===== src/rtl/audio_clkgen_pkg.sv =====
package audio_clkgen_pkg;

    typedef enum logic [1:0] {
        RATE_LOW  = 2'b00,
        RATE_RSV  = 2'b01,
        RATE_HIGH = 2'b10,
        RATE_OFF  = 2'b11
    } rate_e;

    typedef enum logic [1:0] {
        GEN_IDLE = 2'b00,
        GEN_ARM  = 2'b01,
        GEN_RUN  = 2'b10
    } gen_state_e;

    function automatic logic rate_active(input logic [1:0] r);
        return (r == RATE_LOW) || (r == RATE_HIGH);
    endfunction

endpackage


===== src/rtl/acg_seq.sv =====
module acg_seq
    import audio_clkgen_pkg::*;
(
    input  logic       clk,
    input  logic       rst_n,
    input  logic       enable,
    output gen_state_e state,
    output logic       clr,
    output logic       run
);

    gen_state_e nxt;

    always_ff @(posedge clk or negedge rst_n) begin
        if (!rst_n) state <= GEN_IDLE;
        else        state <= nxt;
    end

    always_comb begin
        nxt = state;
        unique case (state)
            GEN_IDLE: if (enable)  nxt = GEN_ARM;
            GEN_ARM:  nxt = enable ? GEN_RUN : GEN_IDLE;
            GEN_RUN:  if (!enable) nxt = GEN_IDLE;
            default:  nxt = GEN_IDLE;
        endcase
    end

    always_comb begin
        clr = 1'b0;
        run = 1'b0;
        unique case (state)
            GEN_ARM:  clr = 1'b1;
            GEN_RUN:  run = 1'b1;
            default:  ;
        endcase
    end

endmodule


===== src/rtl/acg_phase.sv =====
module acg_phase #(
    parameter int COEF_W = 15,
    parameter int SLOT_W = 7
) (
    input  logic              clk,
    input  logic              rst_n,
    input  logic              clr,
    input  logic              run,
    input  logic [COEF_W-1:0] coef_in,
    output logic [SLOT_W-1:0] slot,
    output logic              wrap
);

    localparam int ACC_W = COEF_W + SLOT_W;

    logic [ACC_W-1:0]  acc;
    logic [COEF_W-1:0] coef_act;
    logic [ACC_W:0]    sum;

    assign sum  = {1'b0, acc} + {{(SLOT_W + 1){1'b0}}, coef_act};
    assign wrap = run & sum[ACC_W];
    assign slot = acc[ACC_W-1 -: SLOT_W];

    always_ff @(posedge clk or negedge rst_n) begin
        if (!rst_n) begin
            acc      <= '0;
            coef_act <= '0;
        end else if (clr) begin
            acc      <= '0;
            coef_act <= coef_in;
        end else if (run) begin
            acc <= sum[ACC_W-1:0];
            if (sum[ACC_W]) coef_act <= coef_in;
        end
    end

endmodule


===== src/rtl/acg_modgate.sv =====
module acg_modgate
    import audio_clkgen_pkg::*;
(
    input  logic       clk,
    input  logic       rst_n,
    input  logic [1:0] rate_sel,
    output logic       mod_en
);

    always_ff @(posedge clk or negedge rst_n) begin
        if (!rst_n) begin
            mod_en <= 1'b0;
        end else begin
            unique case (rate_e'(rate_sel))
                RATE_HIGH: mod_en <= 1'b1;
                RATE_LOW:  mod_en <= ~mod_en;
                default:   mod_en <= 1'b0;
            endcase
        end
    end

endmodule


===== src/rtl/audio_clkgen.sv =====
module audio_clkgen
    import audio_clkgen_pkg::*;
#(
    parameter int COEF_W   = 15,
    parameter int LO_W     = 8,
    parameter int BCLK_PER = 64,
    localparam int HI_W    = COEF_W - LO_W
) (
    input  logic            clk,
    input  logic            rst_n,
    input  logic [HI_W-1:0] coef_hi,
    input  logic [LO_W-1:0] coef_lo,
    input  logic [1:0]      rate_sel,
    input  logic            bclk_inv,
    output logic            bclk,
    output logic            wclk,
    output logic            mod_en
);

    localparam int SLOT_W = $clog2(2 * BCLK_PER);

    gen_state_e        gen_state;
    logic              gen_clr;
    logic              gen_run;
    logic [SLOT_W-1:0] slot;
    logic              frame_wrap;
    logic [COEF_W-1:0] coef_word;

    assign coef_word = {coef_hi, coef_lo};

    acg_seq u_seq (
        .clk    (clk),
        .rst_n  (rst_n),
        .enable (rate_active(rate_sel)),
        .state  (gen_state),
        .clr    (gen_clr),
        .run    (gen_run)
    );

    acg_phase #(
        .COEF_W (COEF_W),
        .SLOT_W (SLOT_W)
    ) u_phase (
        .clk     (clk),
        .rst_n   (rst_n),
        .clr     (gen_clr),
        .run     (gen_run),
        .coef_in (coef_word),
        .slot    (slot),
        .wrap    (frame_wrap)
    );

    acg_modgate u_mod (
        .clk      (clk),
        .rst_n    (rst_n),
        .rate_sel (rate_sel),
        .mod_en   (mod_en)
    );

    // Even slots hold bclk low (inverted: high); both wclk edges land on even slots.
    always_comb begin
        bclk = 1'b0;
        wclk = 1'b0;
        if (gen_run) begin
            bclk = slot[0] ^ bclk_inv;
            wclk = slot[SLOT_W-1];
        end
    end

endmodule


===== config.mk =====
export PLATFORM = sky130hd
export DESIGN_NAME = audio_clkgen
export DESIGN_NICKNAME = d
export VERILOG_FILES = /design/src/rtl/audio_clkgen_pkg.sv /design/src/rtl/acg_seq.sv /design/src/rtl/acg_phase.sv /design/src/rtl/acg_modgate.sv /design/src/rtl/audio_clkgen.sv
export SDC_FILE = /design/constraint.sdc
export NUM_CORES = 1
export LEC_CHECK = 0
export BUFFER_PORTS_ARGS = -buffer_cell sky130_fd_sc_hd__buf_2
export CAP_MARGIN = 20
export CORE_UTILIZATION = 64
export CTS_CLUSTER_DIAMETER = 30
export DETAILED_ROUTE_END_ITERATION = 10
export GPL_ROUTABILITY_DRIVEN = 1
export GPL_TIMING_DRIVEN = 0
export PLACE_DENSITY = 0.84
export SLEW_MARGIN = 25
export SYNTH_ARGS = -nofsm -noshare
export SYNTH_HDL_FRONTEND = slang
export SYNTH_SLANG_ARGS = --single-unit

===== constraint.sdc =====
create_clock -name clk -period 6.9 [get_ports clk]
set_input_delay 2.07 -clock clk [delete_from_list [all_inputs] [get_ports clk]]
set_output_delay 2.07 -clock clk [all_outputs]
set_load 0.1 [all_outputs]

# Word level (Yosys, flattened, before mapping)
# Cells that the tools add are included.
[word_totals] input_bits=20 ff_bits=40
[op_classes] n_addsub=1 bitwise=2 n_reduce_logical=7 muxes=14 eq_ne=5
[ops] op="15-bit two-way mux" count=3
[ops] op="22-bit two-way mux" count=2
[ops] op="22-bit by 15-bit adder with 23-bit output" count=1
[ops] op="2-bit two-way mux" count=3
[ops] op="2-bit case mux with 3 select lines" count=1
[ops] op="2-bit == test, second input constant" count=2
[ops] op="2-bit logical NOT" count=2
[ops] op="1-bit two-way mux" count=4
[ops] op="2-bit AND reduction" count=2
[ops] op="2-bit nonzero test" count=2
[ops] op="2-bit by 1-bit == test with 1-bit output, second input constant" count=1
[ops] op="2-bit by 1-bit != test with 1-bit output, second input constant" count=1
[ops] op="2-bit != test, second input constant" count=1
[ops] op="1-bit case mux with 2 select lines" count=1
[ops] op="1-bit logical OR" count=1
[ops] op="1-bit NOT" count=1
[ops] op="1-bit bitwise XOR" count=1

# Depth between registers and ports, before layout
# Gate-level depths: netlist of the first run.
[depth] word_depth=4 depth_mapped=10 mapped_depth_nobuf=9

# Hierarchy
# From an unflattened synthesis of the first run, not the netlist that was laid out.
[hier_totals] hier_cells=264 hier_area_um2=2618.8
[modules_own_cells] module="acg_phase" n_inst=1 area_per_inst_um2=2463.6 cells_each=251
[modules_own_cells] module="acg_seq" n_inst=1 area_per_inst_um2=92.6 cells_each=6
[modules_own_cells] module="acg_modgate" n_inst=1 area_per_inst_um2=37.5 cells_each=3
[modules_own_cells] module="audio_clkgen" n_inst=1 area_per_inst_um2=25.0 cells_each=4

# Worst setup path before layout of the first run
# Ideal clock, no wire load.
[synth_timing] kind="input to output" startpoint="input bclk_inv" endpoint="output bclk" path_slack_ns=1.885 required_time_ns=4.830 n_path_buf=0 t_arrival_ns=2.945 stages=2 cell_sequence="xor2_1 -> and2_1"
[synth_via] elab_chain_len=2
[synth_lines] item="start: declaration" line="audio_clkgen.sv:14" source="input logic bclk_inv,"
[synth_lines] item="1-bit bitwise XOR" line="audio_clkgen.sv:65" source="bclk = slot[0] ^ bclk_inv;"
[synth_lines] item="1-bit two-way mux" line="audio_clkgen.sv:64" source="if (gen_run) begin"
[synth_lines] item="end: declaration" line="audio_clkgen.sv:15" source="output logic bclk,"
# Every way passes these cells.

# Worst setup path in the final report of the first run
# Ends and elaborated chain as after synthesis.

==> results of run 1 <==
-- layout make-up --
type                            instances  area [um^2]
Multi-Input combinational cell        184         1460
Sequential cell                        40         1000
Fill cell                             271          921
Timing Repair Buffer                   22          110
Clock buffer                            8         90.1
Inverter                               19         71.3
Buffer                                 11         62.6
Tap cell                               48         60.1
-- layer usage --
layer | vias to the layer above | global-route usage [%] | wire (um)
li1 | 990 | - | -
met1 | 1001 | 34.2 | 2330
met2 | 66 | 46.4 | 2420
met5 | - | 0 | 0
met3 | 13 | 5.73 | 218
met4 | 0 | 10.3 | 100
-- flip-flops by register name, indices dropped and copies added, names as in the netlist --
register,count
u_seq.state,2
u_phase.coef_act,15
u_mod.mod_en,1
u_phase.acc,22
-- cells in the mapped netlist (4+ instances only) --
library cell,count
xor2_1,4
mux2_1,5
mux2_4,10
dfrtp_1,40
inv_1,19
o21ai_0,15
ha_1,18
nand2_1,17
clkbuf_1,6
nor2b_1,6
a21oi_1,13
a22o_1,4
nor2_1,12
a21o_1,5
nand3_1,6
-- critical path, delay by kind of cell --
kind	cells	cell delay, ns
buffers and inverters	2	0.51
AND/OR/NAND/NOR	1	0.13
XOR/XNOR	1	0.11
-- worst max-delay path by stage --
stage / depth (start not counted) / start / to / slack, ns
finish: 4 / bclk_inv / bclk / 2.01
global route: 4 / bclk_inv / bclk / 1.94
CTS: 4 / bclk_inv / bclk / 2.00
detailed placement: 4 / bclk_inv / bclk / 2.00
global placement: 4 / bclk_inv / bclk / 2.02
floorplan: 2 / bclk_inv / bclk / 1.88
-- cell families after synthesis --
family / Yosys count
AOI/OAI and AO/OA: 74
xor gates and xnor gates: 7
adders and majority gates: 19
buffers and inverters: 30
DFF: 40
muxes: 16
and+or+nand+nor: 68
-- metrics by stage --
stage	cell area [um^2]	cells	utilization (%)	worst slack [ns]
detailed placement	2760	324	73.2	2.00
CTS	2850	332	75.6	2.00
finish	2850	332	75.6	2.01
global placement	2760	324	73.2	2.02
global route	2850	332	75.6	1.94
floorplan	2590	254	-	1.88
==> impl_metrics.py, run 1 <==
metrics = {
    "clock_network": {
        "clock-sinks": 40,
        "cts_resized": 0,
        "cts_buffers": 5,
        "clockBufferDepth": 2,
        "cts-root-buf": "clkbuf_8",
        "clk_latency_ns": 0.30,
        "cts_hold_buf": 0,
        "clk_pin_slew_worst_paths_ns": 0.07,
        "cts.htree.levels": 2,
        "cts_tree": "yes",
        "cts_setup_buffers": 0,
    },
    "critical_path": {
        "cpMostUsedCell": "buf_2",
        "crit_chain": "buf_2, xor2_1, and2_1, buf_2",
        "cp_max_fo": 1,
        "cp_data_arrival_time_ns": 2.82,
        "setup.worst_path.start_class": "primary input",
        "slowest_delay_ns": 0.41,
        "end_kind": "primary output",
        "timing.rr.start": "u_phase.coef_act[0]$_DFFE_PN0P_",
        "r2r_setup_slack_ns": 4.29,
        "timing.rr.end": "u_phase.coef_act[13]$_DFFE_PN0P_",
        "timing.critical_path.slowest_stage_cell": "buf_2",
        "required_ns": 4.83,
        "reg2reg_depth": 10,
        "crit_type": "primary input to primary output",
    },
    "layout": {
        "syn2layout_area_growth_pct": 10.0,
        "layout_commonest_cell": "dfrtp_1",
        "nets": 322,
        "drive_above_1_share_pct": 19.0,
        "n_antenna_cell": 0,
        "final_cell_mix": "40 x dfrtp_1, 24 x buf_2, 19 x inv_1",
    },
    "place": {
        "port_buffers": 22,
        "hpwlAfterDp_um": 3680,
        "place.gp.congestion": 0.847,
    },
    "route": {
        "antenna_left": 0,
        "num_vias": 2070,
        "wirelength_um": 5080,
        "first_iter_violations": 172,
        "detail_route.wl_per_cell_um": 15.3,
        "drt-pass1-iter-count": 6,
        "drc": 0,
        "avgViaCountPerCell": 6.23,
    },
    "min_path": {
        "min_to": "u_mod.mod_en$_DFF_PN0_",
        "whs_path_depth": 1,
        "hp-class": "register to register",
        "hold_path.startpoint": "u_mod.mod_en$_DFF_PN0_",
    },
    "synthesis": {
        "seq_area_frac_synth_pct": 38.6,
        "ys_async_sr_fraction_pct": 100,
        "synth-main-ff-cell": "dfrtp_1",
        "syn-num-nets": 293,
        "yosysTopAreaCellShare_pct": 38.6,
        "synth_cell_type_count": 65,
        "yosys-top-cells-area": "dfrtp_1 39%, ha_1 8.7%, mux2_4 5.8%",
        "synthCells": 254,
        "synthAdderAreaFrac_pct": 9.47,
        "synth-xor-area-share_pct": 2.37,
        "synth_top_family_by_area": "compound AO/OA/AOI/OAI gates",
        "synthMuxAreaShare_pct": 8.36,
        "synth_enable_flop_cells": 0,
        "synth_warnings": 0,
        "synthSimpleGateAreaFrac_pct": 14.7,
        "synth_largest_area_cell": "dfrtp_1",
        "syn_area_per_cell_um2": 10.2,
        "ys_seq_elements": 40,
        "synth_area_um2": 2590,
        "synth_compound_area_share_pct": 21.3,
    },
    "timing": {
        "rsz0062_at_grt": "no",
        "fin_skew_ns": 0.00595,
        "max_slew.worst_pin.slew_ns": 0.856,
        "slew_violations": 0,
        "whs_ns": 0.436,
        "finalSetupViolations": 0,
        "max_slew_margin_pct": 42.9,
        "max_freq_ghz": 0.204,
        "period_share_pct": 70.9,
        "final.min_clock_period_ns": 4.89,
        "finalHoldViolations": 0,
        "fin_setup_tns_ns": 0,
    },
    "floorplanning": {
        "pin_count": 23,
        "die-area_um2": 4310,
        "fp-row-count": 22,
        "die_w_um": 65.6,
        "die_h_um": 65.6,
        "core_um2": 3770,
        "start_util_pct": 68.7,
    },
    "run_status": {
        "status": "finished, final reports clean",
    },
    "job": {
        "cap_violations": 0,
    },
    "global_routing": {
        "overflow": 0,
        "grt_start_max_net_pins": 41,
        "grt_pass1_wl_um": 8890,
        "antenna_found_initial": 0,
        "grt_pass1_vias": 1992,
        "gr-usage-all-layers_pct": 27.4,
    },
}
Power of run 1 is left out: the tool's default activity adds up to more than one toggle a clock period on the data nets, which glitch-free logic cannot reach.
==> run 2: changes to the inputs <==
--- a/config.mk
+++ b/config.mk
@@ -7,12 +7,12 @@
 export LEC_CHECK = 0
 export BUFFER_PORTS_ARGS = -buffer_cell sky130_fd_sc_hd__buf_2
 export CAP_MARGIN = 20
-export CORE_UTILIZATION = 64
+export CORE_UTILIZATION = 54
 export CTS_CLUSTER_DIAMETER = 30
 export DETAILED_ROUTE_END_ITERATION = 10
 export GPL_ROUTABILITY_DRIVEN = 1
 export GPL_TIMING_DRIVEN = 0
-export PLACE_DENSITY = 0.84
+export PLACE_DENSITY = 0.75
 export SLEW_MARGIN = 25
 export SYNTH_ARGS = -nofsm -noshare
 export SYNTH_HDL_FRONTEND = slang
==> constraint.sdc (replaced) <==
create_clock -name clk -period 4.33 [get_ports clk]
set_input_delay 1.299 -clock clk [delete_from_list [all_inputs] [get_ports clk]]
set_output_delay 1.299 -clock clk [all_outputs]
set_load 0.1 [all_outputs]
==> impl_metrics.py, run 2 (same netlist as run 1, synthesis figures left out) <==
metrics = {
    "critical_path": {
        "crit_chain": "buf_2, xor2_1, and2_1, buf_2",
        "cp_max_fo": 1,
        "timing.rr.start": "u_phase.coef_act[0]$_DFFE_PN0P_",
        "required_ns": 3.03,
        "slowest_delay_ns": 0.41,
        "end_kind": "primary output",
        "cpMostUsedCell": "buf_2",
        "reg2reg_depth": 10,
        "crit_type": "primary input to primary output",
        "r2r_setup_slack_ns": 1.75,
        "timing.critical_path.slowest_stage_cell": "buf_2",
        "setup.worst_path.start_class": "primary input",
        "cp_data_arrival_time_ns": 2.04,
        "timing.rr.end": "u_phase.coef_act[8]$_DFFE_PN0P_",
    },
    "route": {
        "first_iter_violations": 126,
        "drc": 4,
        "num_vias": 1986,
        "avgViaCountPerCell": 5.93,
        "drt-pass1-iter-count": 7,
        "antenna_left": 0,
        "detail_route.wl_per_cell_um": 15.2,
        "wirelength_um": 5090,
    },
    "power": {
        "powerDensity_nw_per_um2": 913,
        "p_leak_nw": 1.32,
        "peakVddDrop_uv": 398,
    },
    "job": {
        "cap_violations": 0,
    },
    "layout": {
        "final_cell_mix": "40 x dfrtp_1, 24 x buf_2, 19 x inv_1",
        "regMostFlops": "u_phase.acc",
        "stdcell_count": 335,
        "syn2layout_area_growth_pct": 9.76,
        "drive_above_1_share_pct": 19.1,
        "top_regs": "u_phase.acc x22, u_phase.coef_act x15, u_seq.state x2",
        "n_antenna_cell": 0,
        "fillCellCount": 374,
        "largest_reg_flops": 22,
        "layout_commonest_cell": "dfrtp_1",
        "nets": 322,
    },
    "global_routing": {
        "grt_pass1_vias": 1934,
        "overflow": 0,
        "grt_start_max_net_pins": 41,
        "gr-usage-all-layers_pct": 22.9,
        "antenna_found_initial": 0,
        "grt_pass1_wl_um": 8910,
    },
    "timing": {
        "max_slew_margin_pct": 43.0,
        "slew_violations": 0,
        "final.min_clock_period_ns": 3.34,
        "max_freq_ghz": 0.300,
        "fin_setup_tns_ns": 0,
        "fin_skew_ns": 0.00389,
        "rsz0062_at_grt": "no",
        "finalHoldViolations": 0,
        "finalSetupViolations": 0,
        "period_share_pct": 77.1,
        "max_slew.worst_pin.slew_ns": 0.855,
        "whs_ns": 0.433,
        "fin_ws_ns": 0.993,
    },
    "floorplanning": {
        "pin_count": 23,
        "die_w_um": 71.3,
        "start_util_pct": 57.9,
        "die_h_um": 71.3,
        "core_um2": 4470,
        "die-area_um2": 5080,
        "fp-row-count": 24,
    },
    "clock_network": {
        "clockBufferDepth": 2,
        "clk_pin_slew_worst_paths_ns": 0.07,
        "clock-sinks": 40,
        "cts_resized": 0,
        "cts-root-buf": "clkbuf_8",
        "cts_hold_buf": 0,
        "clk_latency_ns": 0.30,
        "cts_setup_buffers": 0,
        "cts.htree.levels": 2,
        "cts_tree": "yes",
        "cts_buffers": 5,
    },
    "place": {
        "hpwlAfterDp_um": 3640,
        "place.gp.congestion": 0.860,
        "dp.cells": 328,
        "port_buffers": 22,
        "post-place-ws_ns": 0.989,
    },
    "run_status": {
        "status": "complete, but fails checks",
        "violations": "design-rule violations",
    },
    "min_path": {
        "hold_path.startpoint": "u_mod.mod_en$_DFF_PN0_",
        "whs_path_depth": 1,
        "hp-class": "register to register",
        "min_to": "u_mod.mod_en$_DFF_PN0_",
    },
}
-- run 2: cell types whose count changed in the layout (fill, tap and decap cells not counted) --
cell      delta
clkbuf_1     -1
clkbuf_8     -1
clkinv_2     +1
-- run 2: metal layers --
layer / track usage, % / vias up / share of wire [%]
met4: 8.22 / 0 / 1.5
met2: 36.9 / 54 / 46
li1: - / 990 / -
met5: 0 / - / 0
met1: 30.9 / 934 / 48
met3: 4.22 / 8 / 4.5
-- run 2: cell type report --
| type | count | area [um^2] | share of cell area, % |
|---|---|---|---|
| multi-input cells | 184 | 1460 | 51.2 |
| flip-flops and latches | 40 | 1000 | 35.2 |
| repair buffers | 22 | 110 | 3.87 |
| clock buffers | 6 | 72.6 | 2.55 |
| inverters | 19 | 71.3 | 2.51 |
| well taps | 52 | 65.1 | 2.29 |
| plain buffers | 11 | 62.6 | 2.20 |
| clock inverters | 1 | 5.00 | 0.176 |
-- run 2: how the worst max path moves through the flow --
stage,to,slack (ns),from
4_1_cts,bclk,0.99,bclk_inv
6_report,bclk,0.99,bclk_inv
3_3_place_gp,bclk,0.99,bclk_inv
2_1_floorplan,bclk,0.86,bclk_inv
5_1_grt,bclk,0.96,bclk_inv
3_5_place_dp,bclk,0.99,bclk_inv
-- run 2: through the flow --
stage | cell area (um^2) | total power, mW | util (%)
2_1_floorplan | 2590 | 2.01 | -
3_3_place_gp | 2770 | 2.31 | 61.8
3_5_place_dp | 2770 | 2.35 | 61.8
4_1_cts | 2840 | 2.61 | 63.5
5_1_grt | 2840 | 2.85 | 63.5
6_report | 2840 | 2.59 | 63.5
-- run 2: report_power, final --
| part | leakage (nW) | internal, mW | total [mW] | switching [mW] |
|---|---|---|---|---|
| logic | 0.788 | 0.735 | 1.71 | 0.974 |
| registers | 0.494 | 0.549 | 0.649 | 0.100 |
| clock network | 0.0410 | 0.110 | 0.236 | 0.127 |
-- run 2: worst max-delay path, delay by kind of cell --
family,cells,cell delay [ns]
xor gates and xnor gates,1,0.12
and+or+nand+nor,1,0.12
buffers and inverters,2,0.49
(Power assumes the default switching activity.)
